<file path="config.mk">
export PLATFORM = sky130hd
export DESIGN_NAME = clk_ready_irq_reg
export DESIGN_NICKNAME = d
export VERILOG_FILES = /design/src/rtl/ckirq_pkg.sv /design/src/rtl/ckirq_rst_sync.sv /design/src/rtl/ckirq_src_flag.sv /design/src/rtl/clk_ready_irq_reg.sv
export SDC_FILE = /design/constraint.sdc
export NUM_CORES = 1
export LEC_CHECK = 0
export ABC_AREA = 1
export BUFFER_PORTS_ARGS = -buffer_cell sky130_fd_sc_hd__buf_4
export CORE_ASPECT_RATIO = 1.1
export CORE_UTILIZATION = 35
export DETAILED_ROUTE_END_ITERATION = 16
export GPL_TIMING_DRIVEN = 1
export PLACE_DENSITY = 0.88
export SYNTH_ARGS = -nofsm -noshare
export SYNTH_HDL_FRONTEND = slang
export SYNTH_SLANG_ARGS = --single-unit
</file>
<file path="constraint.sdc">
create_clock -name clk -period 0.8 [get_ports clk]
set_input_delay 0.08 -clock clk [delete_from_list [all_inputs] [get_ports clk]]
set_output_delay 0.08 -clock clk [all_outputs]
set_load 0.1 [all_outputs]
</file>
<file path="src/rtl/ckirq_pkg.sv">
package ckirq_pkg;
  localparam int NSRC = 4;
  localparam int DW   = 32;

  // Source index: 0 low-speed RC, 1 internal RC, 2 external osc, 3 PLL
  localparam int FLAG_POS [NSRC] = '{0, 2, 3, 4};
  localparam int ENA_POS  [NSRC] = '{8, 10, 11, 12};
  localparam int CLR_POS  [NSRC] = '{16, 18, 19, 20};
  localparam int SEC_FLAG_POS = 7;
  localparam int SEC_CLR_POS  = 23;

  function automatic logic [DW-1:0] readable_mask();
    logic [DW-1:0] m;
    m = '0;
    for (int i = 0; i < NSRC; i++) begin
      m[FLAG_POS[i]] = 1'b1;
      m[ENA_POS[i]]  = 1'b1;
    end
    m[SEC_FLAG_POS] = 1'b1;
    return m;
  endfunction

  function automatic logic [DW-1:0] ready_clear_mask();
    logic [DW-1:0] m;
    m = '0;
    for (int i = 0; i < NSRC; i++) m[CLR_POS[i]] = 1'b1;
    return m;
  endfunction
endpackage

</file>
<file path="src/rtl/ckirq_rst_sync.sv">
module ckirq_rst_sync #(
  parameter int STAGES = 2
) (
  input  logic clk,
  input  logic rst_n,
  output logic rst_core_n
);
  logic [STAGES-1:0] sync_q;
  logic [STAGES-1:0] sync_d;

  always_comb begin
    sync_d = {sync_q[STAGES-2:0], 1'b1};
  end

  always_ff @(posedge clk or negedge rst_n) begin
    if (!rst_n) sync_q <= '0;
    else        sync_q <= sync_d;
  end

  assign rst_core_n = sync_q[STAGES-1];
endmodule

</file>
<file path="src/rtl/ckirq_src_flag.sv">
module ckirq_src_flag #(
  parameter bit EDGE_DET = 1'b1
) (
  input  logic clk,
  input  logic rst_n,
  input  logic src_i,
  input  logic arm_i,
  input  logic clr_i,
  output logic flag_o
);
  logic evt;
  logic flag_q;
  logic flag_d;

  generate
    if (EDGE_DET) begin : g_edge
      logic prev_q;
      always_ff @(posedge clk or negedge rst_n) begin
        if (!rst_n) prev_q <= 1'b0;
        else        prev_q <= src_i;
      end
      assign evt = src_i & ~prev_q;
    end else begin : g_pulse
      assign evt = src_i;
    end
  endgenerate

  // set takes priority over clear
  always_comb begin
    flag_d = flag_q;
    if (clr_i)         flag_d = 1'b0;
    if (evt && arm_i)  flag_d = 1'b1;
  end

  always_ff @(posedge clk or negedge rst_n) begin
    if (!rst_n) flag_q <= 1'b0;
    else        flag_q <= flag_d;
  end

  assign flag_o = flag_q;
endmodule

</file>
<file path="src/rtl/clk_ready_irq_reg.sv">
module clk_ready_irq_reg
  import ckirq_pkg::*;
#(
  parameter int               ADDR_W     = 8,
  parameter logic [ADDR_W-1:0] REG_OFFSET = 8'h04,
  parameter int               SYNC_STG   = 2
) (
  input  logic              clk,
  input  logic              rst_n,
  input  logic              bus_sel_i,
  input  logic              bus_we_i,
  input  logic [ADDR_W-1:0] bus_addr_i,
  input  logic [DW-1:0]     bus_wdata_i,
  output logic [DW-1:0]     bus_rdata_o,
  input  logic              rdy_lowrc_i,
  input  logic              rdy_intrc_i,
  input  logic              rdy_xosc_i,
  input  logic              rdy_pll_i,
  input  logic              secfail_i,
  output logic              irq_ready_o,
  output logic              irq_secfail_o
);
  logic            rst_core_n;
  logic            addr_hit;
  logic            wr_hit;
  logic            rd_hit;
  logic [NSRC-1:0] rdy_vec;
  logic [NSRC-1:0] en_q;
  logic [NSRC-1:0] en_d;
  logic [NSRC-1:0] clr_vec;
  logic [NSRC-1:0] flag_vec;
  logic            sec_clr;
  logic            sec_flag;
  logic [DW-1:0]   rd_word;
  logic            unused_wdata;

  ckirq_rst_sync #(.STAGES(SYNC_STG)) u_rst_sync (
    .clk        (clk),
    .rst_n      (rst_n),
    .rst_core_n (rst_core_n)
  );

  assign rdy_vec  = {rdy_pll_i, rdy_xosc_i, rdy_intrc_i, rdy_lowrc_i};
  assign addr_hit = (bus_addr_i == REG_OFFSET);
  assign wr_hit   = bus_sel_i & bus_we_i & addr_hit;
  assign rd_hit   = bus_sel_i & ~bus_we_i & addr_hit;
  assign unused_wdata = ^bus_wdata_i;

  // enable field: next state and register
  always_comb begin
    en_d = en_q;
    if (wr_hit) begin
      for (int i = 0; i < NSRC; i++) en_d[i] = bus_wdata_i[ENA_POS[i]];
    end
  end

  always_ff @(posedge clk or negedge rst_core_n) begin
    if (!rst_core_n) en_q <= '0;
    else             en_q <= en_d;
  end

  // clear strobes
  always_comb begin
    for (int i = 0; i < NSRC; i++) clr_vec[i] = wr_hit & bus_wdata_i[CLR_POS[i]];
    sec_clr = wr_hit & bus_wdata_i[SEC_CLR_POS];
  end

  genvar g;
  generate
    for (g = 0; g < NSRC; g++) begin : g_src
      ckirq_src_flag #(.EDGE_DET(1'b1)) u_flag (
        .clk    (clk),
        .rst_n  (rst_core_n),
        .src_i  (rdy_vec[g]),
        .arm_i  (en_q[g]),
        .clr_i  (clr_vec[g]),
        .flag_o (flag_vec[g])
      );
    end
  endgenerate

  ckirq_src_flag #(.EDGE_DET(1'b0)) u_sec_flag (
    .clk    (clk),
    .rst_n  (rst_core_n),
    .src_i  (secfail_i),
    .arm_i  (1'b1),
    .clr_i  (sec_clr),
    .flag_o (sec_flag)
  );

  // read path
  always_comb begin
    rd_word = '0;
    for (int i = 0; i < NSRC; i++) begin
      rd_word[FLAG_POS[i]] = flag_vec[i];
      rd_word[ENA_POS[i]]  = en_q[i];
    end
    rd_word[SEC_FLAG_POS] = sec_flag;
    bus_rdata_o = rd_hit ? rd_word : '0;
  end

  assign irq_ready_o   = |flag_vec;
  assign irq_secfail_o = sec_flag;
endmodule

</file>
==> impl_metrics.tcl, run 1 <==
set metrics [dict create \
    layout.nets 211 \
    rrSetupSlack_ns 0.05 \
    max-vdd-ir-drop_mv 1.55 \
    violations "setup timing" \
    ant_nets 0 \
    insertion_delay_ns 0.27 \
    n_antenna_cell 0 \
    cts_tree "done" \
    viasPerCell 4.09 \
    final_area_mm2 0.00151 \
    cts_num_sinks 15 \
    synth_top_cell_area_share 0.441 \
    vias 782 \
    synth-seq-cells 15 \
    drt_iter0_drc 5 \
    pwr_density_cell_mw_per_mm2 1510 \
    postLayoutSetupSlackWorst_ns -0.361 \
    syn_inst 108 \
    critPathMaxStageDelay_ns 0.18 \
    syn_avg_cell_area_um2 7.89 \
    status "complete, but fails checks" \
    die_h_um 53.8 \
    cp_slowest_cell "buf_12" \
    multi_input_area_um2 444 \
    core_area_mm2 0.00227 \
    clk_pin_slew_worst_paths_ns 0.09 \
    regArea_um2 379 \
    syn-cell-area_um2 852 \
    syn_to_final_growth_pct 77.4 \
    rsz0062_at_grt "yes" \
    grt_pass1_vias 707 \
    gp_congestion 0.677 \
    crit_type "in -> out" \
    drc_errors 0 \
    grt.overflow.total 0 \
    cellLeakagePower_nw 0.752 \
    worstPathArrival_ns 1.08 \
    track_usage 0.175 \
    ys_warn_count 0 \
    path_cells "buf_6 -> nor2_4 -> nand2_2 -> nor2_4 -> nand3b_4 -> buf_12 -> nor2_4 -> buf_12" \
    holdWs_ns 0.0320 \
    fill_cells 177 \
    num_io_pins 83 \
    cp-start-kind "input port" \
    clock.fmax_ghz 0.861 \
    cp_common_cell "nor2_4" \
    fin_crit_ns 1.16 \
    ys_seq_area_frac 0.441 \
    end_kind "output port" \
    cp_num_buf_inv 3 \
    hold_viol 0 \
    grt_max_degree 11 \
    fin_setup_tns_ns -3.58 \
    antenna_found_initial 0 \
    crit_path_max_fanout 8 \
    synth_cell_types 13 \
    stdcell_count 191 \
    cap_violations 0 \
    initial_core_util 0.375 \
    drive_gt1_frac 0.466 \
    synthTopCellsByArea "dfrtp_1, buf_4, nand2_1" \
    h-tree-depth 1 \
    cts_root_buffer "clkbuf_4" \
    utilization 0.664 \
    slew_violations 0 \
    cts_inserted_buffers 3 \
    crit_family "simple AND/OR/NAND/NOR gates" \
    die_w_um 49.0 \
    placed_cell_area_mm2 0.00125 \
    dr.pass1.iters 4 \
    hold_path_class "in -> reg" \
    port_buffers 36 \
    wl_per_cell_um 11.1 \
    dp.cells 181 \
    crit_required_ns 0.72 \
    cts_buffer_depth 2 \
    setup_viol 11 \
    dp_hpwl_um 1510 \
    synth_top_cell_by_area "dfrtp_1" \
    grt_pass1_wl_um 3300 \
    drt_wl_total_um 2120 \
    finClkSkew_ns 0.00356 \
    rows 18 \
    die_area_mm2 0.00264 \
    finalCritPeriodShare 1.45 \
]
==> registers in the layout, summed over array words and instances, names as in the netlist <==
name                        count
en_q                            4
u_rst_sync.sync_q               2
g_src.u_flag.flag_o             4
g_src.u_flag.g_edge.prev_q      4
u_sec_flag.flag_o               1
==> power breakdown <==
part           switching, W  internal, W
clock              0.000218     0.000193
sequential        0.0000346     0.000813
combinational      0.000801     0.000225
total               0.00105      0.00123
==> routing by layer <==
layer  wire length (µm)  share of wire  GRT usage  vias to the layer above
met5                  0              0          0                        -
met4                 42          0.020     0.0735                        0
met3                143          0.068     0.0311                        4
met2               1210           0.57      0.350                       45
met1                724           0.34      0.182                      348
li1                   -              -          -                      385
==> repair_timing <==
item	4_1_cts	5_1_grt
hold buffers	6	0
buffers inserted	0	1
pin swaps	8	7
endpoints found under the hold margin	7	0
setup endpoints to repair	11	12
gates resized for setup	42	5
==> cells in the final DEF (no fill, tap or decap) <==
cell type,netlist,layout
buf_4,23,26
conb_1,2,24
nand2_1,25,23
nor2_4,0,14
dfrtp_1,15,14
buf_12,0,12
nand3_1,9,9
buf_6,1,7
inv_2,0,6
dlygate4sd3_1,0,6
nor2_1,16,4
inv_1,11,3
clkbuf_4,0,3
nand2_2,0,2
inv_4,0,2
nand3b_4,0,1
nand4_1,1,1
clkinv_1,1,1
nand2_4,1,1
clkbuf_1,0,1
dfrtp_4,0,1
==> worst register-to-register path: cells and delay by family, from the launching register on <==
kind / cells / cell delay, ns
buffers and inverters: 1 / 0.12
DFF: 1 / 0.39
and+or+nand+nor: 3 / 0.14
==> worst paths after layout <==
path	cells after the start	start	to
min in group asynchronous	0	u_rst_sync.sync_q[1]$_DFF_PN0_	g_src[1].u_flag.flag_o$_DFFE_PN0P_
worst min-delay path	3	bus_wdata_i[8]	en_q[0]$_DFFE_PN0N_
worst max-delay path	8	bus_addr_i[4]	bus_rdata_o[2]
max in group asynchronous	1	u_rst_sync.sync_q[1]$_DFF_PN0_	g_src[1].u_flag.g_edge.prev_q$_DFF_PN0_
worst min register to register	0	u_rst_sync.sync_q[1]$_DFF_PN0_	g_src[1].u_flag.flag_o$_DFFE_PN0P_
worst max register to register	4	en_q[1]$_DFFE_PN0N_	g_src[1].u_flag.flag_o$_DFFE_PN0P_
==> kinds of logic after synthesis <==
group,after synthesis,synth area share
other,2,0.00881
DFF,15,0.441
buffers and inverters,36,0.269
and+or+nand+nor,55,0.282
==> Yosys cell counts <==
master and number:
dfrtp_1 15, clkinv_1 1, nand2_4 1, nand2_1 25
buf_6 1, nand3b_2 1, nand4_1 1, conb_1 2
inv_1 11, nor2_1 16, buf_4 23, nand3_1 9
nor2_2 2
==> final cells by class <==
| type | count | area share |
|---|---|---|
| clock buffers | 4 | 0.0174 |
| flip-flops and latches | 15 | 0.251 |
| multi-input cells | 79 | 0.294 |
| inverters | 12 | 0.0331 |
| well taps | 30 | 0.0248 |
| repair buffers | 51 | 0.380 |
==> per-stage QoR <==
stage          worst slack [ns]  power [W]
2_1_floorplan            -0.627    0.00168
3_3_place_gp             -0.405    0.00180
3_5_place_dp             -0.461    0.00182
4_1_cts                  -0.393    0.00230
5_1_grt                  -0.412    0.00239
6_report                 -0.361    0.00228
Note: power is estimated with default switching activity, not from simulation.
==> run 2, diff against run 1 <==
--- a/config.mk
+++ b/config.mk
@@ -8,10 +8,11 @@
 export ABC_AREA = 1
 export BUFFER_PORTS_ARGS = -buffer_cell sky130_fd_sc_hd__buf_4
 export CORE_ASPECT_RATIO = 1.1
-export CORE_UTILIZATION = 35
+export CORE_UTILIZATION = 37
+export CTS_BUF_LIST = sky130_fd_sc_hd__clkbuf_8
 export DETAILED_ROUTE_END_ITERATION = 16
 export GPL_TIMING_DRIVEN = 1
-export PLACE_DENSITY = 0.88
+export PLACE_DENSITY = 0.92
 export SYNTH_ARGS = -nofsm -noshare
 export SYNTH_HDL_FRONTEND = slang
 export SYNTH_SLANG_ARGS = --single-unit
==> impl_metrics.tcl, run 2 (synthesis gave the netlist of run 1 again) <==
set metrics [dict create \
    fill_cells 162 \
    cellLeakagePower_nw 0.754 \
    finClkSkew_ns 0.00109 \
    track_usage 0.181 \
    cts_tree "done" \
    wl_per_cell_um 11.4 \
    grt_use_met3 0.0483 \
    grt_pass1_wl_um 3100 \
    n_antenna_cell 0 \
    viasPerCell 4.19 \
    grt.overflow.total 0 \
    finalCritPeriodShare 1.47 \
    cts_inserted_buffers 3 \
    worstMarginPinSlew_ns 0.509 \
    dp.cells 178 \
    setup_viol 11 \
    crit_type "in -> out" \
    violations "setup timing" \
    critPathMaxStageDelay_ns 0.18 \
    min-delay-start "secfail_i" \
    rsz0062_at_grt "yes" \
    rr_worst_depth 2 \
    layout.nets 209 \
    rows 17 \
    cp-start-kind "input port" \
    insertion_delay_ns 0.25 \
    die_w_um 47.8 \
    clk_pin_slew_worst_paths_ns 0.06 \
    layout_common_cells "conb_1, buf_4, nand2_1" \
    dp_hpwl_um 1510 \
    status "complete, but fails checks" \
    num_io_pins 83 \
    antenna_found_initial 0 \
    cp_common_cell "nor2_4" \
    slew_violations 0 \
    worstPathArrival_ns 1.09 \
    drc_errors 0 \
    top_usage_layer "met2" \
    grtUsageMet1 0.156 \
    grt.met2_usage 0.351 \
    path_cells "buf_6 -> nor2_4 -> nand2_2 -> nor2_4 -> nand3b_4 -> buf_12 -> nor2_4 -> buf_12" \
    cts_num_sinks 15 \
    grt_pass1_vias 799 \
    cts_buffer_depth 2 \
    hold_end "u_sec_flag.flag_o$_DFFE_PN0P_" \
    hold_viol 0 \
    crit_path_max_fanout 8 \
    grt_max_degree 14 \
    holdPathStages 3 \
    drt_iter0_drc 4 \
    relSlewSlack 0.661 \
    syn_to_final_growth_pct 76.4 \
    stdcell_count 187 \
    h-tree-depth 1 \
    die_h_um 52.3 \
    drive_gt1_frac 0.472 \
    crit_required_ns 0.72 \
    die_area_mm2 0.00250 \
    r2r-end "u_sec_flag.flag_o$_DFFE_PN0P_" \
    postLayoutSetupSlackWorst_ns -0.372 \
    end_kind "output port" \
    hold_path_class "in -> reg" \
    pwr_density_cell_mw_per_mm2 1620 \
    rrSetupSlack_ns 0.06 \
    vias 784 \
    dp_slack_ns -0.432 \
    fin_crit_ns 1.17 \
    ant_nets 0 \
    port_buffers 36 \
    drt_wl_total_um 2140 \
    cp_slowest_cell "buf_12" \
    total_power_w 0.00244 \
    clock.fmax_ghz 0.853 \
    initial_core_util 0.409 \
    cts_root_buffer "clkbuf_8" \
    gp_congestion 0.713 \
    dr.pass1.iters 3 \
    max-vdd-ir-drop_mv 1.60 \
    reg2reg_from "u_sec_flag.flag_o$_DFFE_PN0P_" \
    cap_violations 0 \
    core_area_mm2 0.00208 \
]
## run 2: cell types whose count changed in the layout (fill, tap and decap cells not counted), sizes merged
cell,change
dlygate4sd3,-1
clkbuf,-1
inv,+1
buf,-1
## run 2: metal layers
metal	wire length, µm	part of all wire	vias up
met5	0	0	-
met4	77	0.036	0
met3	215	0.10	9
met2	1170	0.55	51
met1	671	0.31	347
li1	-	-	377
## run 2: worst max-delay path by stage
stage                                                   from              end  cells after the start
final                                          bus_addr_i[0]  bus_rdata_o[12]                      8
after global routing                           bus_addr_i[0]  bus_rdata_o[12]                      8
after CTS                                      bus_addr_i[2]  bus_rdata_o[11]                      9
after detailed placement                       bus_addr_i[3]  bus_rdata_o[10]                      8
after global placement                         bus_addr_i[7]  bus_rdata_o[10]                      8
after floorplan           g_src[2].u_flag.flag_o$_DFFE_PN0P_      irq_ready_o                      2
## run 2: worst max-delay path, delay by kind of cell
| family | cells | cell delay [ns] |
|---|---|---|
| AND/OR/NAND/NOR | 5 | 0.55 |
| buffers and inverters | 3 | 0.45 |
## run 2: layout make-up
type / instances / area [µm²] / share of cell area
well taps: 28 / 35.0 / 0.0233
repair buffers: 49 / 552 / 0.367
clock inverters: 1 / 3.75 / 0.00250
inverters: 12 / 47.5 / 0.0316
clock buffers: 3 / 41.3 / 0.0275
multi-input cells: 79 / 444 / 0.296
flip-flops and latches: 15 / 379 / 0.252
## run 2: what timing repair did
action	CTS	global route
setup buffers	1	1
gates resized for setup	36	14
gates cloned	0	0
pin swaps	8	10
hold buffers	5	0
endpoints found under the hold margin	6	0
setup endpoints to repair	11	20
## run 2: power breakdown
part / leakage, nW / switching, W / internal, W
combinational: 0.539 / 0.000785 / 0.000204
sequential: 0.188 / 0.0000421 / 0.000815
clock: 0.0269 / 0.000249 / 0.000340
## run 2: stage by stage
step / utilization / hold slack, ns / TNS (ns) / cell area (µm²)
3_5_place_dp: 0.589 / -0.135 / -5.62 / 1230
6_report: 0.721 / 0.0183 / -3.63 / 1500
4_1_cts: 0.708 / 0.0160 / -3.51 / 1480
5_1_grt: 0.721 / 0.0268 / -4.06 / 1500
3_3_place_gp: 0.589 / -0.138 / -5.11 / 1230
2_1_floorplan: - / -0.216 / -4.66 / 1030
==> run 3, diff against run 2 <==
--- a/config.mk
+++ b/config.mk
@@ -13,6 +13,7 @@
 export DETAILED_ROUTE_END_ITERATION = 16
 export GPL_TIMING_DRIVEN = 1
 export PLACE_DENSITY = 0.92
+export REMOVE_ABC_BUFFERS = 1
 export SYNTH_ARGS = -nofsm -noshare
 export SYNTH_HDL_FRONTEND = slang
 export SYNTH_SLANG_ARGS = --single-unit
==> impl_metrics.tcl, run 3 (synthesis gave the netlist of run 1 again) <==
set metrics [dict create \
    status "complete, but fails checks" \
    violations "setup timing" \
    r2r-end "g_src[3].u_flag.flag_o$_DFFE_PN0P_" \
    dp_hpwl_um 1490 \
    cts_inserted_buffers 3 \
    clk_pin_slew_worst_paths_ns 0.06 \
    dp.cells 177 \
    cts_tree "done" \
    num_io_pins 83 \
    layout_common_cells "buf_4, conb_1, nand2_1" \
    total_power_w 0.00254 \
    wl_per_cell_um 12.9 \
    hold_end "u_sec_flag.flag_o$_DFFE_PN0P_" \
    min-delay-start "secfail_i" \
    die_h_um 52.3 \
    syn_to_final_growth_pct 79.3 \
    rows 17 \
    regArea_um2 375 \
    track_usage 0.228 \
    rr_worst_depth 4 \
    crit_type "in -> out" \
    reg2reg_from "g_src[3].u_flag.flag_o$_DFFE_PN0P_" \
    die_w_um 47.8 \
    postLayoutSetupSlackWorst_ns -0.369 \
    vias 821 \
    multi_input_area_um2 464 \
    relSlewSlack 0.653 \
    holdPathStages 3 \
    utilization 0.733 \
    antenna_found_initial 0 \
    setup_viol 20 \
    viasPerCell 4.34 \
    gp_congestion 0.776 \
    drc_errors 0 \
    drt_iter0_drc 10 \
    drt_wl_total_um 2440 \
    n_antenna_cell 0 \
    fill_cells 140 \
    slew_violations 0 \
    drive_gt1_frac 0.466 \
    pwr_density_cell_mw_per_mm2 1660 \
    worstMarginPinSlew_ns 0.520 \
    h-tree-depth 1 \
    holdWs_ns 0.0115 \
    crit_path_max_fanout 5 \
    hold_viol 0 \
    cp-start-kind "input port" \
    core_area_mm2 0.00208 \
    cellLeakagePower_nw 0.780 \
    crit_required_ns 0.72 \
    grt.overflow.total 0 \
    ant_nets 0 \
    port_buffers 36 \
    layout_commonest_cell "buf_4" \
    end_kind "output port" \
    stdcell_count 189 \
    grt_pass1_vias 798 \
    cts_root_buffer "clkbuf_8" \
    rrSetupSlack_ns -0.05 \
    rsz0062_at_grt "yes" \
    grt_pass1_wl_um 3680 \
    layout.nets 211 \
    dp_slack_ns -0.504 \
    fin_crit_ns 1.17 \
    cts_buffer_depth 2 \
    grt_max_degree 14 \
    cts_num_sinks 15 \
    initial_core_util 0.409 \
    dr.pass1.iters 4 \
    finClkSkew_ns 0.00100 \
    max-vdd-ir-drop_mv 1.54 \
    hold_path_class "in -> reg" \
    insertion_delay_ns 0.25 \
    finalCritPeriodShare 1.46 \
    cap_violations 0 \
    clock.fmax_ghz 0.855 \
    die_area_mm2 0.00250 \
    worstPathArrival_ns 1.09 \
]
-- run 3: layer usage --
metal | GRT usage | up-vias | wire, µm
met4 | 0.176 | 0 | 130
met3 | 0.0517 | 8 | 113
met2 | 0.390 | 50 | 1350
met5 | 0 | - | 0
li1 | - | 387 | -
met1 | 0.226 | 376 | 844
-- run 3: cell type report --
cell class | count | share of cell area
multi-input combinational | 80 | 0.304
clock buffer | 3 | 0.0270
clock inverter | 1 | 0.00328
timing repair buffer | 50 | 0.368
tap | 28 | 0.0229
sequential | 15 | 0.246
inverter | 12 | 0.0295
-- run 3: stage by stage --
step                      instance area, µm²  setup TNS, ns
after global placement                  1110          -4.95
after global routing                    1530          -4.75
after CTS                               1500          -3.35
after detailed placement                1110          -6.62
final                                   1530          -3.87
after floorplan                          751         -14.05
-- run 3: how the worst max path moves through the flow --
| stage | startpoint | slack (ns) | end | cells past startpoint |
|---|---|---|---|---|
| after floorplan | u_sec_flag.flag_o$_DFFE_PN0P_ | -1.58 | bus_rdata_o[7] | 2 |
| after global placement | bus_addr_i[1] | -0.41 | bus_rdata_o[11] | 7 |
| after detailed placement | bus_addr_i[1] | -0.50 | bus_rdata_o[2] | 7 |
| after CTS | g_src[3].u_flag.flag_o$_DFFE_PN0P_ | -0.36 | irq_ready_o | 3 |
| after global routing | bus_addr_i[1] | -0.41 | bus_rdata_o[0] | 7 |
| final | bus_addr_i[3] | -0.37 | bus_rdata_o[0] | 7 |
-- run 3: report_power, final --
group	leakage (nW)	total, W	internal [W]	switching [W]
registers	0.188	0.000857	0.000814	0.0000429
clock network	0.0255	0.000616	0.000345	0.000271
logic	0.566	0.00106	0.000255	0.000808
-- run 3: critical path: stages --
cell and delay [ns]:
buf_6 0.10, nor2_4 0.10, nand2_2 0.07, nor2_4 0.18, nand3b_4 0.20, nor2_4 0.18, buf_12 0.18
-- run 3: repair_timing --
action,CTS,global route
hold buffers,5,0
hold endpoints to repair,6,0
buffers inserted,2,1
endpoints found under the setup margin,14,20
gates cloned,1,0
gates resized for setup,75,5
pin swaps,10,5
